### src/rtl/srx_pkg.sv
package srx_pkg;

   localparam int SRX_MAX_BITS = 8;

   typedef enum logic [2:0] {
      ST_IDLE,
      ST_START,
      ST_DATA,
      ST_PARITY,
      ST_STOP1,
      ST_STOP2,
      ST_BRKWAIT
   } srx_state_e;

   typedef struct packed {
      logic       fin;
      logic       brk;
      logic       par_bad;
      logic       stop_bad;
      logic [7:0] data;
   } srx_result_t;

endpackage

### src/rtl/srx_sync.sv
module srx_sync #(
   parameter int STAGES = 2
) (
   input  logic clk,
   input  logic rst_n,
   input  logic din,
   output logic dout,
   output logic fall
);
   logic [STAGES:0] chain;
   logic            prev_q;

   assign chain[0] = din;

   for (genvar g = 1; g <= STAGES; g++) begin : g_stage
      logic q;
      always_ff @(posedge clk or negedge rst_n) begin
         if (!rst_n) q <= 1'b1;
         else        q <= chain[g-1];
      end
      assign chain[g] = q;
   end

   always_ff @(posedge clk or negedge rst_n) begin
      if (!rst_n) prev_q <= 1'b1;
      else        prev_q <= chain[STAGES];
   end

   assign dout = chain[STAGES];
   assign fall = prev_q & ~chain[STAGES];
endmodule

### src/rtl/srx_bit_timer.sv
module srx_bit_timer #(
   parameter int DIV_W = 16
) (
   input  logic             clk,
   input  logic             rst_n,
   input  logic             restart,
   input  logic             run,
   input  logic [DIV_W-1:0] divisor,
   input  logic [DIV_W-1:0] offset,
   output logic             sample_stb,
   output logic             bit_end
);
   logic [DIV_W-1:0] cnt;

   assign sample_stb = run && (cnt == offset);
   assign bit_end    = run && (cnt == divisor - DIV_W'(1));

   always_ff @(posedge clk or negedge rst_n) begin
      if (!rst_n)       cnt <= '0;
      else if (restart) cnt <= DIV_W'(1);
      else if (!run)    cnt <= '0;
      else if (bit_end) cnt <= '0;
      else              cnt <= cnt + DIV_W'(1);
   end
endmodule

### src/rtl/srx_frame_ctrl.sv
module srx_frame_ctrl
   import srx_pkg::*;
(
   input  logic        clk,
   input  logic        rst_n,
   input  logic        enable,
   input  logic [1:0]  cfg_width,
   input  logic        cfg_par_en,
   input  logic        cfg_par_even,
   input  logic        cfg_stop2,
   input  logic        line,
   input  logic        fall,
   input  logic        sample_stb,
   input  logic        bit_end,
   output logic        restart,
   output logic        run,
   output srx_result_t result
);
   srx_state_e state;
   logic [2:0] bit_idx;
   logic [2:0] last_idx;
   logic [7:0] shreg;
   logic       par_bit;
   logic       stop1_bit;
   logic       finish;
   logic       first_stop;
   logic       is_break;
   logic       want_par;

   assign last_idx   = {1'b1, cfg_width};
   assign restart    = enable && (state == ST_IDLE) && fall;
   assign run        = enable && (state inside {ST_START, ST_DATA, ST_PARITY, ST_STOP1, ST_STOP2});
   assign finish     = enable && sample_stb &&
                       (((state == ST_STOP1) && !cfg_stop2) || (state == ST_STOP2));
   assign first_stop = (state == ST_STOP2) ? stop1_bit : line;
   assign is_break   = (shreg == 8'h00) && !(cfg_par_en && par_bit) && !first_stop;
   assign want_par   = (^shreg) ^ ~cfg_par_even;

   always_comb begin
      result          = '0;
      result.fin      = finish;
      result.brk      = finish && is_break;
      result.data     = shreg;
      result.par_bad  = finish && !is_break && cfg_par_en && (par_bit != want_par);
      result.stop_bad = finish && (is_break || !line ||
                                   ((state == ST_STOP2) && !stop1_bit));
   end

   always_ff @(posedge clk or negedge rst_n) begin
      if (!rst_n) begin
         state     <= ST_IDLE;
         bit_idx   <= '0;
         shreg     <= '0;
         par_bit   <= 1'b0;
         stop1_bit <= 1'b1;
      end else if (!enable) begin
         state <= ST_IDLE;
      end else begin
         unique case (state)
            ST_IDLE: begin
               if (fall) begin
                  state   <= ST_START;
                  bit_idx <= '0;
                  shreg   <= '0;
                  par_bit <= 1'b0;
               end
            end
            ST_START: begin
               if (sample_stb && line) state <= ST_IDLE;
               else if (bit_end)       state <= ST_DATA;
            end
            ST_DATA: begin
               if (sample_stb) shreg[bit_idx] <= line;
               if (bit_end) begin
                  if (bit_idx == last_idx) state <= cfg_par_en ? ST_PARITY : ST_STOP1;
                  else                     bit_idx <= bit_idx + 3'd1;
               end
            end
            ST_PARITY: begin
               if (sample_stb) par_bit <= line;
               if (bit_end)    state   <= ST_STOP1;
            end
            ST_STOP1: begin
               if (finish)          state     <= is_break ? ST_BRKWAIT : ST_IDLE;
               else if (sample_stb) stop1_bit <= line;
               else if (bit_end)    state     <= ST_STOP2;
            end
            ST_STOP2: begin
               if (finish) state <= is_break ? ST_BRKWAIT : ST_IDLE;
            end
            ST_BRKWAIT: begin
               if (line) state <= ST_IDLE;
            end
            default: state <= ST_IDLE;
         endcase
      end
   end
endmodule

### src/rtl/serial_rx_engine.sv
module serial_rx_engine
   import srx_pkg::*;
#(
   parameter int DIV_W       = 16,
   parameter int SYNC_STAGES = 2
) (
   input  logic             clk,
   input  logic             rst_n,
   input  logic             en_global,
   input  logic             en_rx,
   input  logic [1:0]       cfg_width,
   input  logic             cfg_par_en,
   input  logic             cfg_par_even,
   input  logic             cfg_stop2,
   input  logic [DIV_W-1:0] cfg_divisor,
   input  logic [DIV_W-1:0] cfg_sample_off,
   input  logic             rxd,
   input  logic             fifo_full,
   output logic [7:0]       out_data,
   output logic             out_wr,
   output logic             ev_parity_err,
   output logic             ev_stop_err,
   output logic             ev_break,
   output logic             ev_overrun
);
   initial begin
      assert (DIV_W >= 3) else $error("serial_rx_engine: DIV_W must be at least 3");
      assert (SYNC_STAGES >= 2) else $error("serial_rx_engine: SYNC_STAGES must be at least 2");
   end

   logic        line;
   logic        fall;
   logic        enable;
   logic        restart;
   logic        run;
   logic        sample_stb;
   logic        bit_end;
   srx_result_t res;

   assign enable = en_global & en_rx;

   srx_sync #(.STAGES(SYNC_STAGES)) u_sync (
      .clk(clk), .rst_n(rst_n), .din(rxd), .dout(line), .fall(fall)
   );

   srx_bit_timer #(.DIV_W(DIV_W)) u_timer (
      .clk(clk), .rst_n(rst_n), .restart(restart), .run(run),
      .divisor(cfg_divisor), .offset(cfg_sample_off),
      .sample_stb(sample_stb), .bit_end(bit_end)
   );

   srx_frame_ctrl u_ctrl (
      .clk(clk), .rst_n(rst_n), .enable(enable),
      .cfg_width(cfg_width), .cfg_par_en(cfg_par_en),
      .cfg_par_even(cfg_par_even), .cfg_stop2(cfg_stop2),
      .line(line), .fall(fall), .sample_stb(sample_stb), .bit_end(bit_end),
      .restart(restart), .run(run), .result(res)
   );

   always_ff @(posedge clk or negedge rst_n) begin
      if (!rst_n) begin
         out_data      <= '0;
         out_wr        <= 1'b0;
         ev_parity_err <= 1'b0;
         ev_stop_err   <= 1'b0;
         ev_break      <= 1'b0;
         ev_overrun    <= 1'b0;
      end else begin
         out_wr        <= res.fin && !res.brk && !fifo_full;
         ev_overrun    <= res.fin && !res.brk && fifo_full;
         ev_parity_err <= res.par_bad;
         ev_stop_err   <= res.stop_bad;
         ev_break      <= res.brk;
         if (res.fin && !res.brk) out_data <= res.data;
      end
   end
endmodule

### config.mk
export PLATFORM = sky130hd
export DESIGN_NAME = serial_rx_engine
export DESIGN_NICKNAME = d
export VERILOG_FILES = /design/src/rtl/srx_pkg.sv /design/src/rtl/srx_sync.sv /design/src/rtl/srx_bit_timer.sv /design/src/rtl/srx_frame_ctrl.sv /design/src/rtl/serial_rx_engine.sv
export SDC_FILE = /design/constraint.sdc
export NUM_CORES = 1
export LEC_CHECK = 0
export ABC_CLOCK_PERIOD_IN_PS = 4400
export BUFFER_PORTS_ARGS = -buffer_cell sky130_fd_sc_hd__buf_2
export CAP_MARGIN = 20
export CORE_MARGIN = 2
export CORE_UTILIZATION = 50
export DETAILED_ROUTE_END_ITERATION = 7
export GPL_ROUTABILITY_DRIVEN = 0
export HOLD_SLACK_MARGIN = 0.05
export PLACE_DENSITY = 0.76
export SLEW_MARGIN = 20
export SYNTH_ARGS = -nofsm -noshare
export SYNTH_HDL_FRONTEND = slang
export SYNTH_SLANG_ARGS = --single-unit
### constraint.sdc
create_clock -name clk -period 4.4 [get_ports clk]
set_input_delay 0.44 -clock clk [delete_from_list [all_inputs] [get_ports clk]]
set_output_delay 0.44 -clock clk [all_outputs]
set_load 0.02 [all_outputs]
# After elaboration in Yosys (flattened, before gate mapping)
# Index checks and enable logic that the tools add are counted.
[classes]
n_reduce_logical = 44
n_eq_ne = 24
magnitude_cmp = 2
bitwise = 6
n_mux = 32
n_addsub = 3
[op_table]
columns = ["op", "count"]
rows = [
  ["two-way mux 3 bit", 17],
  ["two-way mux 16 bit", 3],
  ["== test 16 bit", 2],
  ["logical AND 1 bit", 22],
  ["one-hot mux 3 bit (7 select lines)", 1],
  ["!= test 3 bit, second input constant", 6],
  ["adder 16 x 1 -> 16 bit, second input constant", 1],
  ["two-way mux 8 bit", 2],
  ["one-hot mux 8 bit (2 select lines)", 1],
  ["subtractor 16 x 1 -> 16 bit, second input constant", 1],
  ["!= test 4 bit, second input constant", 3],
  ["AND reduction 4 bit", 3],
  ["== test 3 bit, second input constant", 3],
  ["AND reduction 9 bit", 1],
  ["bitwise mux 8 bit", 1],
  ["logical NOT 1 bit", 8],
  ["logical NOT 8 bit", 1],
  ["XOR reduction 8 bit", 1],
  ["== test 3 x 2 -> 1 bit, second input constant", 2],
  ["!= test 2 x 1 -> 1 bit, second input constant", 3],
  ["one-hot mux 3 bit (2 select lines)", 1],
  ["AND reduction 5 bit", 1],
  ["nonzero test 5 bit", 1],
  ["< comparator 3 x 4 -> 1 bit, second input constant", 1],
  ["other kinds (15)", 25],
]
[word_totals]
in_bits = 43
out_inout_bits = 13
elab_cells = 126
regBits = 48

# Longest topological paths before layout
# Gate-level depths: netlist (run 1).
[logic_depth]
word_depth = 10
mapped_depth = 12

# Modules after synthesis
# From an unflattened synthesis (run 1), not the netlist that was laid out.
[hier_totals]
cells_unflattened = 389
hier_area_um2 = 3492.1
[by_module_without_submodules]
columns = ["module", "instances", "area_per_inst_um2", "cells_per_inst"]
rows = [
  ["srx_bit_timer", 1, 1619.1, 201],
  ["srx_frame_ctrl", 1, 1291.2, 158],
  ["serial_rx_engine", 1, 489.2, 26],
  ["srx_sync", 1, 92.6, 4],
]

# Worst setup path after synthesis (run 1)
# OpenSTA, ideal clock, no wires.
[synth_path]
path_type = "input port to flip-flop"
from = "input cfg_divisor[0]"
to = "register u_ctrl.state[2]"
slack_ns = 1.311
stages = 11
setup_ns = 0.128
t_required_ns = 4.272
t_arrival_ns = 2.962
cell_sequence = "inv_1 > ha_1 > or3b_2 > nor2_4 > a31o_1 > nand4_1 > or4_4 > a2111oi_4 > o21ai_2 > nor3b_1 > mux2_1"
[synth_via]
elab_chain_cells = 5
word_cells_on_any_way = 8
cone_classes = "add/sub: 1; eq/ne: 5; reduce/logical: 2"
[synth_lines]
columns = ["element", "line", "source"]
rows = [
  ["start, declared", "serial_rx_engine.sv:15", "input logic [DIV_W-1:0] cfg_divisor,"],
  ["subtractor 16 x 1 -> 16 bit *", "srx_bit_timer.sv:16", "assign bit_end = run && (cnt == divisor - DIV_W'(1));"],
  ["== test 16 bit *", "srx_bit_timer.sv:16", ""],
  ["logical AND 1 bit *", "srx_bit_timer.sv:16", ""],
  ["!= test 4 bit (no source line) or != test 3 bit (tied branches)", "n/a", ""],
  ["AND reduction 9 bit (no source line) *", "n/a", ""],
  ["end signal, assigned", "srx_frame_ctrl.sv:75", "if (bit_idx == last_idx) state <= cfg_par_en ? ST_PARITY : ST_STOP1;"],
  ["end signal, assigned", "srx_frame_ctrl.sv:84", "if (finish) state <= is_break ? ST_BRKWAIT : ST_IDLE;"],
  ["end signal, assigned", "srx_frame_ctrl.sv:89", "if (finish) state <= is_break ? ST_BRKWAIT : ST_IDLE;"],
  ["end, declared", "srx_frame_ctrl.sv:19", "srx_state_e state;"],
]
# Every way passes the cells marked *; elsewhere a longest branch is shown, timed or not.
# A chain may end at the register's enable or synchronous reset.

# Worst setup path in the final report (run 1)
[layout_path]
from = "register u_ctrl.state[0]"
to = "register u_ctrl.state[2]"
[layout_via]
elab_chain_cells = 9
word_cells_on_any_way = 35
cone_classes = "eq/ne: 15; mux: 7; reduce/logical: 13"
[layout_lines]
columns = ["element", "line", "source"]
rows = [
  ["== test 3 x 1 -> 1 bit, or another cell as far along", "srx_frame_ctrl.sv:32, srx_frame_ctrl.sv:59", ""],
  ["nonzero test 5 bit", "srx_frame_ctrl.sv:32", "assign run = enable && (state inside {ST_START, ST_DATA, ST_PARITY, ST_STOP1, ST_STOP2});"],
  ["logical AND 1 bit", "srx_frame_ctrl.sv:32", ""],
  ["logical AND 1 bit", "srx_bit_timer.sv:15", "assign sample_stb = run && (cnt == offset);"],
  ["logical AND 1 bit (2 in series)", "srx_frame_ctrl.sv:33", "assign finish = enable && sample_stb &&"],
  ["two-way mux 3 bit", "srx_frame_ctrl.sv:84", ""],
  ["one-hot mux 3 bit (7 select lines)", "srx_frame_ctrl.sv:59", "unique case (state)"],
  ["two-way mux 3 bit", "srx_frame_ctrl.sv:56", "end else if (!enable) begin"],
]
# Parallel ways exist; a longest one is shown, timed or not. The select of a mux whose other input is x is not followed.

==> results.md, run 1 <==
* Slew Limit Fails at 0
* Crit-path max FO at 16
* Max-cap viol count at 0
* Status: complete, no violations
* Io pins at 56
* Final Hold Viols at 0
* Prevailing post-synth register cell: dfrtp_1
* Setup TNS at 0 ns
* Std cell rows at 29
* Number of iterations in the first detailed-routing pass at 4
* Clock skew at between 0.01 and 0.015 ns
* Clk pin slew, worst setup/hold paths at 0.09 ns
* RSZ-0062 raised after global routing: no
* Crit path cell chain: nor3_1, a211o_1, nor4_1, nand4_1, or4_4, a2111oi_4, o21ai_2, nor3b_1, mux2_1
* Max IR drop VDD at 0.248 mV
* Antenna violations before repair at 0
* Nets at ~460
* # DRC at 0
* HPWL after DPL at between 5 and 6 mm
* Netlist Area Pre-Place at between 3000 and 4000 um^2
* Worst setup EP type: flip-flop
* Max Clock Freq at 0.301 GHz
* TritonCTS buffer count at 5
* Vias in the first global route at approximately 2.6k
* Via count at 2761
* Die ar. at about 7300 um^2
* Cts hold-fix bufs at 0
* CP max stage delay at between 0.6 and 0.7 ns
* CP Launch Type: flip-flop
* Post_cts resized at 0
* Final setup viols at 0
* Setup Fix Bufs, Post-CTS at 0
* Mean area per synthesized cell at 9.12 um^2
* Fillers at 572
* Crit. Startpoint: u_ctrl.state[0]
* Worst Path Required at roughly 4.6 ns
* First-pass GRT wire length at approximately 13 mm
* DR WL/cell at roughly 15 um
* GRT Total Usage at about 21%
* R2R Path Start: u_ctrl.state[0]
* Final worst path period need at around 3.3 ns
* Seq/Total Area, Yosys at a little over a third
* Slew @ Worst Pin at 0.594 ns
* Synth async-reset ratio at 100%
* Number of DRC markers in iteration 0 at between 200 and 250
* Yosys warns at 0
* Net Count, Synth at around 420
* CTS sink cnt at 48
* N_diodes at 0
* Std-Cell Core Area at ~6400 um^2
* Fin crit share at between 70% and 80%
* Area grow syn2layout at 12.6%
* Setup CP Type: reg -> reg
* Largest net degree at the start of global routing at 49
* H-Tree Depth at 2
* CTS tree: built
* Share of post-route cells with drive strength above 1 at between 20% and 30%
* CTS root buffer: clkbuf_8
* Crit path DAT at roughly 3.5 ns
* Grt ovf at 0
* Leakage power figure at ~1.6 nW
* Total design power at around 970 uW
* ANT nets after route at 0
* Slowest cell on crit path: dfrtp_1
* PD cells at 257 nW/um^2
* Vias/cell at 5.68
* Longest Clk Path Bufs at 2
* Relative slew slack at between 60% and 70%
* Die span in x at between 80 and 90 um
* Unique masters post-synth at 62
* Number of synthesized flops with an enable pin at 0
* Post-Syn Instances at between 300 and 400
* Die Y at around 86 um
* Worst skew pair latency at ~0.3 ns
* Routed wire length at 7.48 mm
* Initial core utilization at between 50 and 60%
* Synthesized flop and latch total at between 40 and 50
* Hold Crit Class: in -> async
* Port bufs at 55
## layer usage
layer | GRT usage [%] | vias up | routed length [um]
met2 | 34.6 | 84 | 3590
li1 | - | 1351 | -
met5 | 0 | - | 0
met3 | 3.56 | 6 | 400
met1 | 29.9 | 1320 | 3400
met4 | 6.20 | 0 | 81
## registers in the layout (all words and copies together) (netlist names), 3 cells and up
name and count:
u_timer.cnt 16, out_data 8, u_ctrl.bit_idx 3, u_ctrl.state 3
u_ctrl.shreg 8
## synth_stat cells (3+ instances only)
cell	instances	area [um^2]
dfrtp_1	44	1100
and3_1	7	43.8
xnor2_1	36	315
dfstp_2	4	105
clkbuf_1	15	56.3
nor3b_1	5	37.5
nor4_1	6	37.5
mux2_2	9	101
nand3b_1	4	30.0
nor2b_1	3	18.8
ha_1	7	87.6
a31oi_1	3	18.8
mux2i_1	10	100
o21ai_1	3	15.0
nand2_1	19	71.3
o31ai_1	3	22.5
nand2b_1	3	18.8
nor2_1	44	165
nand4_1	6	37.5
a21oi_1	10	50.1
nor3_1	10	50.1
buf_2	4	20.0
inv_1	20	75.1
or4_4	3	33.8
nand3_1	16	80.1
xor2_1	21	184
o21ai_0	8	40.0
## worst max-delay path, delay by kind of cell, from the launching register on
kind | cells | cell delay, ns
compound gates | 3 | 0.79
flops | 1 | 0.64
simple gates | 5 | 1.43
mux | 1 | 0.35
## final cells by class
class | instances | area (um^2) | share of cell area [%]
multi-input combinational | 277 | 1960 | 52.2
sequential | 48 | 1210 | 32.1
timing repair buffer | 56 | 285 | 7.59
tap | 77 | 96.3 | 2.56
inverter | 20 | 75.1 | 2.00
clock buffer | 6 | 72.6 | 1.93
clock inverter | 2 | 60.1 | 1.60
## cells by family (layout without fill, tap and decap cells)
family / after synthesis / in the layout / share of synthesized area, %
multiplexers: 20 / 20 / 6.37
buffers and inverters: 41 / 84 / 5.10
AO/OA/AOI/OAI: 50 / 50 / 11.1
flip-flops: 48 / 48 / 36.1
XOR/XNOR: 57 / 57 / 15.0
adder cells (fa/ha/maj): 7 / 7 / 2.62
AND/OR/NAND/NOR: 143 / 143 / 23.7
## report_power, final
group          leakage [nW]  internal, mW  switching (mW)  total (mW)
combinational         0.921        0.0546          0.0757       0.130
clock                0.0654         0.227           0.147       0.374
sequential            0.654         0.448          0.0140       0.462
total                  1.64         0.730           0.236       0.967
## placed cells by master, fill, tap and decap left out, types with 3 or more instances in the layout
cell type  Yosys  final
or4_4          3      3
o21ai_1        3      3
nand4_1        6      6
dfstp_2        4      4
inv_1         20     20
nand3b_1       4      4
xor2_1        21     21
ha_1           7      7
xnor2_1       36     36
nor4_1         6      6
nor3b_1        5      5
a31oi_1        3      3
o21ai_0        8      8
a21oi_1       10     10
nand3_1       16     16
nor2_1        44     44
mux2i_1       10     10
nor2b_1        3      3
nand2_1       19     19
clkbuf_8       0      5
o31ai_1        3      3
mux2_2         9      9
nor3_1        10     10
nand2b_1       3      3
buf_2          4     54
dfrtp_1       44     44
and3_1         7      7
## final timing paths
kind	end	cells after the start	slack [ns]
worst max-delay path	u_ctrl.state[2]	9	1.08
worst min-delay path	out_data[6]	1	0.14
worst max register to register	u_ctrl.state[2]	9	1.08
worst min register to register	u_sync.dout	0	0.36
max in group asynchronous	u_timer.cnt[11]	1	3.86
min in group clk	u_sync.g_stage[1].q	1	0.24
## through the flow
stage / worst slack [ns] / utilization [%] / cell area (um^2) / cells / hold slack (ns)
after global placement: 1.05 / 56.7 / 3620 / 478 / 0.345
after floorplan: 1.31 / - / 3340 / 366 / 0.144
after global routing: 0.937 / 58.8 / 3760 / 486 / 0.177
after detailed placement: 0.905 / 56.7 / 3620 / 478 / 0.347
final: 1.08 / 58.8 / 3760 / 486 / 0.140
after CTS: 1.09 / 58.8 / 3750 / 486 / 0.221
Power figures use the tool's default switching activity.
==> inputs of run 2 (changes only) <==
ABC_AREA = 1   (was default)
ABC_CLOCK_PERIOD_IN_PS = 3410   (was 4400)
PLACE_DENSITY = 0.75   (was 0.76)
clock period = 3.41 ns   (was 4.4 ns; I/O delays follow)
==> results.md, run 2 <==
* Post-synthesis compound-gate area fraction at under 10%
* Die ar. at a little over 8000 um^2
* Die Y at 90.1 um
* Mux cell area share after synthesis at 0%
* Initial core utilization at about half
* Largest net degree at the start of global routing at 47
* TritonCTS buffer count at 5
* Worst skew pair latency at between 0.3 and 0.4 ns
* Number of flip-flops in the largest register at 16
* Final Hold Viols at 0
* PD cells at ~310 nW/um^2
* Slew @ Worst Pin at around 0.61 ns
* Unique masters post-synth at between 40 and 50
* Io pins at 56
* Synth top cells by count: 180 x nand2_1, 79 x inv_1, 73 x nor2_1
* Area after DPL at slightly above 4000 um^2
* Setup TNS at 0 ns
* Largest Register: u_timer.cnt
* Largest regs: u_timer.cnt: 16 flops, out_data: 8 flops, u_ctrl.shreg: 8 flops
* Port bufs at 55
* Worst hold slack at 0.0235 ns
* CTS sink cnt at 48
* Cell taking the most area after synthesis: dfrtp_1
* Final instance area at a little over 4000 um^2
* Number of iterations in the first detailed-routing pass at 4
* Crit-path max FO at 15
* Max-cap viol count at 0
* Leakage power figure at ~2.2 nW
* Slew Limit Fails at 0
* Max Clock Freq at 0.429 GHz
* HPWL after DPL at between 7 and 8 mm
* Fin crit share at just under 70%
* Sequential Area at about 1200 um^2
* Adder-cell share of the synthesized area at under 10%
* RSZ-0062 raised after global routing: no
* Std cell rows at 31
* Number of synthesized flops with an enable pin at 0
* Max IR drop VDD at between 0.2 and 0.25 mV
* Netlist Area Pre-Place at between 3000 and 4000 um^2
* Synthesized flop and latch total at 48
* Status: complete, no violations
* GRT Total Usage at a little under a quarter
* Post-Syn Instances at between 500 and 600
* Std-Cell Core Area at 7210 um^2
* Yosys warns at 0
* Share of the synthesized area in the top cell type at between 20% and 30%
* Crit path DAT at 2.55 ns
* XOR/XNOR Fraction of Synth Area at under 10%
* Post-synthesis simple-gate area fraction at approximately two fifths
* Nets at roughly 670
* Fillers at about 730
* Commonest non-fill, non-tap cell in the layout: nand2_1
* Synth async-reset ratio at 100%
* CTS root buffer: clkbuf_8
* Cts hold-fix bufs at 0
* Prevailing post-synth register cell: dfrtp_1
* Final worst path period need at approximately 2.3 ns
* H-Tree Depth at 2
* Clk pin slew, worst setup/hold paths at 0.10 ns
* Hold Crit Class: in -> async
* Clock skew at 0.0108 ns
* Largest family of logic cells by synthesized area: simple AND/OR/NAND/NOR gates
* DR WL/cell at between 10 and 15 um
* Mean area per synthesized cell at 6.55 um^2
* Count leader, synth: nand2_1
* Via count at approximately 3.6k
* Net Count, Synth at 616
* N_diodes at 0
* Grt ovf at 0
* Seq/Total Area, Yosys at around a third
* CP Launch Type: flip-flop
* CTS tree: built
* Die span in x at 90.1 um
* Setup Fix Bufs, Post-CTS at 0
* Number of DRC markers in iteration 0 at 160
* First-pass GRT wire length at ~15 mm
* Routed wire length at approximately 8.9 mm
* Setup CP Type: reg -> reg
* Antenna violations before repair at 0
* Relative slew slack at about three fifths
* Post_cts resized at 0
* # DRC at 0
* Highest-count cells in the layout ignoring fill and taps: 180 x nand2_1, 79 x inv_1, 73 x nor2_1, 54 x buf_2, 44 x dfrtp_1
* ANT nets after route at 0
* Final setup viols at 0
* Vias in the first global route at 3409
* Dominant cells by area after synthesis: dfrtp_1 30%, nand2_1 18%, inv_1 8.0%
* Worst Path Required at ~3.6 ns
* Vias/cell at about 5.0
* Worst setup EP type: flip-flop
* Longest Clk Path Bufs at 2
* Area grow syn2layout at 12.0%
* Area of the multi-input gates at 2110 um^2
* Share of post-route cells with drive strength above 1 at between 15 and 20%
run 2: layout make-up:
class,count,share of cell area [%]
Clock buffer,5,1.66
Clock inverter,3,1.11
Inverter,84,7.62
Multi-Input combinational cell,421,50.7
Sequential cell,48,29.0
Tap cell,99,2.98
Timing Repair Buffer,56,6.87
run 2: metal layers:
metal	vias to the layer above	global-route usage [%]	routed length [um]	share of wire, %
li1	1857	-	-	-
met1	1644	29.1	4000	45
met2	93	40.2	4320	48
met3	15	3.02	410	4.6
met4	0	7.56	174	2.0
met5	-	0	0	0
run 2: through the flow:
step                power, mW  utilization [%]  setup WS (ns)  instances
detailed placement      0.883             55.9          0.885        708
global route             1.38             57.6          0.827        716
floorplan               0.794                -           1.54        566
finish                   1.31             57.6           1.08        716
global placement        0.878             55.9           1.03        708
CTS                      1.31             57.5           1.09        716
run 2: power breakdown:
group          internal [mW]  switching [mW]  leakage [nW]  total, mW
combinational         0.0983           0.172          1.46      0.270
clock                  0.221           0.211        0.0548      0.432
sequential             0.589          0.0154         0.653      0.604
run 2: critical path, stage by stage (launching register included):
cell and delay, ns:
dfrtp_1 0.46, inv_2 0.11, nand2_2 0.10, nor2_1 0.07, nor2_2 0.19, nand2_1 0.08, nor2_1 0.09, nand2_1 0.07
nor2_1 0.08, nand2_1 0.06, nor2_2 0.10, nand2_1 0.10, nand2_1 0.46, inv_1 0.13, nand3_1 0.10, inv_1 0.04
run 2: worst paths after layout:
kind                                      from                  end  slack [ns]  cells after the start
min                                      rst_n      u_timer.cnt[11]        0.02                      1
max reg2reg                    u_ctrl.state[0]      u_timer.cnt[12]        1.08                     15
min in group clk                           rxd  u_sync.g_stage[1].q        0.13                      1
max                            u_ctrl.state[0]      u_timer.cnt[12]        1.08                     15
min reg2reg                u_sync.g_stage[1].q          u_sync.dout        0.36                      0
max in group asynchronous                rst_n        ev_parity_err        2.88                      2
run 2: cell families after synthesis:
kind of cell / after synthesis
AOI/OAI and AO/OA: 60
adders and majority gates: 7
and+or+nand+nor: 327
DFF: 48
xor gates and xnor gates: 27
buffers and inverters: 97
==> inputs of run 3 (changes only) <==
ABC_CLOCK_PERIOD_IN_PS = 2400   (was 3410)
clock period = 2.4 ns   (was 3.41 ns; I/O delays follow)
==> results.md, run 3 (same netlist as run 2, synthesis figures left out) <==
* Final Hold Viols at 0
* CP Launch Type: flip-flop
* Setup CP Type: reg -> reg
* Crit path cell chain: inv_2, nand2_2, nor2_1, nor2_2, nand2_1, nor2_1, nand2_1, nor2_1, nand2_1, nor2_2, nand2_1, nand2_1, nand2_1, nand2_1, nand2_2, nand2_1, nand2_1
* Setup TNS at 0 ns
* Hold Crit Class: in -> reg
* Die span in x at 90.1 um
* Leakage power figure at about 2.2 nW
* Routed wire length at about 9.1 mm
* Nets at ~670
* Crit-path max FO at 6
* GRT busiest layer: met2
* CTS root buffer: clkbuf_8
* Number of iterations in the first detailed-routing pass at 5
* Max-cap viol count at 0
* HPWL after DPL at ~7.4 mm
* # DRC at 0
* Largest Register: u_timer.cnt
* Number of flip-flops in the largest register at 16
* Max Clock Freq at 0.460 GHz
* Fin crit share at approximately 90%
* CTS tree: built
* GRT Total Usage at a little under a quarter
* Final worst path period need at 2.17 ns
* Crit path DAT at 2.37 ns
* CP max stage delay at between 0.4 and 0.5 ns
* First-pass GRT wire length at approximately 15 mm
* Relative slew slack at between 70% and 80%
* Setup Fix Bufs, Post-CTS at 0
* Worst setup EP type: flip-flop
* Cell family with most CP delay: simple AND/OR/NAND/NOR gates
* PD cells at between 400 and 500 nW/um^2
* Port bufs at 55
* Antenna violations before repair at 0
* Vias in the first global route at roughly 3.5k
* Slowest cell on crit path: dfrtp_1
* Largest net degree at the start of global routing at 20
* Die ar. at between 8000 and 9000 um^2
* Io pins at 56
* Slew Limit Fails at 0
* Total design power at slightly below 2 mW
* Grt ovf at 0
* Initial core utilization at between 50% and 60%
* Worst Path Required at 2.59 ns
* N_diodes at 0
* DR WL/cell at ~13 um
* Clock skew at between 0.01 and 0.015 ns
* Std cell rows at 31
* TritonCTS buffer count at 5
* Die Y at around 90 um
* Commonest non-fill, non-tap cell in the layout: nand2_1
* Slew @ Worst Pin at approximately 0.44 ns
* Clk pin slew, worst setup/hold paths at about 0.09 ns
* Via count at between 3k and 4k
* WP buf/inv at 1
* H-Tree Depth at 2
* Met3 Use GR at under 10%
* Worst skew pair latency at around 0.3 ns
* RSZ-0062 raised after global routing: no
* Share of post-route cells with drive strength above 1 at between 10% and 20%
* Vias/cell at 5.02
* ANT nets after route at 0
* Met1 usage at approximately 28%
* Cell mode on critical path: nand2_1
* Largest regs: u_timer.cnt: 16 flops, out_data: 8 flops, u_ctrl.shreg: 8 flops
* Highest-count cells in the layout ignoring fill and taps: 179 x nand2_1, 79 x inv_1, 73 x nor2_1, 55 x buf_2, 44 x dfrtp_1
* Number of DRC markers in iteration 0 at roughly 180
* Max IR drop VDD at ~0.32 mV
* CTS sink cnt at 48
* Area grow syn2layout at 14.0%
* Routing usage on met2 at 41.2%
* Std-Cell Core Area at a little over 7000 um^2
* Status: complete, no violations
* Longest Clk Path Bufs at 2
* Final setup viols at 0
[run 3: cell count changes in the layout (fill, tap and decap cells not counted)]
cell,previous run,this run
clkinvlp_4,1,0
buf_4,2,5
nand2_2,3,4
nand2_1,180,179
buf_2,54,55
dlygate4sd3_1,0,2
bufinv_16,1,2
[run 3: per-stage QoR]
| step | worst slack [ns] | cell area [um^2] | util, % | hold slack (ns) | instances |
|---|---|---|---|---|---|
| 6_report | 0.227 | 4230 | 58.6 | 0.0832 | 722 |
| 3_3_place_gp | 0.283 | 4070 | 56.4 | 0.184 | 712 |
| 4_1_cts | 0.239 | 4220 | 58.6 | 0.0779 | 722 |
| 5_1_grt | 0.00864 | 4230 | 58.6 | 0.0933 | 722 |
| 2_1_floorplan | 0.629 | 3710 | - | -0.0556 | 566 |
| 3_5_place_dp | 0.172 | 4070 | 56.4 | 0.187 | 712 |
[run 3: per-layer routing]
layer / vias up / part of all wire [%]
met5: - / 0
met4: 0 / 2.1
met3: 19 / 4.4
met2: 92 / 50
met1: 1644 / 44
li1: 1866 / -
[run 3: report_power, final]
part | total [mW] | switching, mW | internal (mW) | leakage (nW)
logic | 0.399 | 0.250 | 0.149 | 1.49
registers | 0.862 | 0.0253 | 0.837 | 0.653
clock network | 0.700 | 0.281 | 0.419 | 0.0687
total | 1.96 | 0.556 | 1.40 | 2.21
[run 3: what timing repair did]
item                       CTS  global route
hold endpoints to repair    14             0
hold buffers                 2             0
setup endpoints to repair    0             8
resized for setup            0             1
[run 3: final timing paths]
kind / to / depth (start not counted) / from / slack [ns]
min in group asynchronous: u_ctrl.bit_idx[0] / 2 / rst_n / 0.38
min reg2reg: u_sync.dout / 0 / u_sync.g_stage[1].q / 0.36
max in group asynchronous: u_ctrl.stop1_bit / 3 / rst_n / 1.37
max reg2reg: u_ctrl.state[1] / 17 / u_ctrl.state[0] / 0.23
min: out_wr / 2 / fifo_full / 0.08
max: u_ctrl.state[1] / 17 / u_ctrl.state[0] / 0.23
[run 3: area by class of cell]
| cell class | count | area [um^2] |
|---|---|---|
| Fill cell | 686 | 2990 |
| Clock buffer | 5 | 68.8 |
| Timing Repair Buffer | 62 | 333 |
| Multi-Input combinational cell | 421 | 2110 |
| Tap cell | 99 | 124 |
| Clock inverter | 3 | 68.8 |
| Sequential cell | 48 | 1210 |
| Inverter | 84 | 317 |
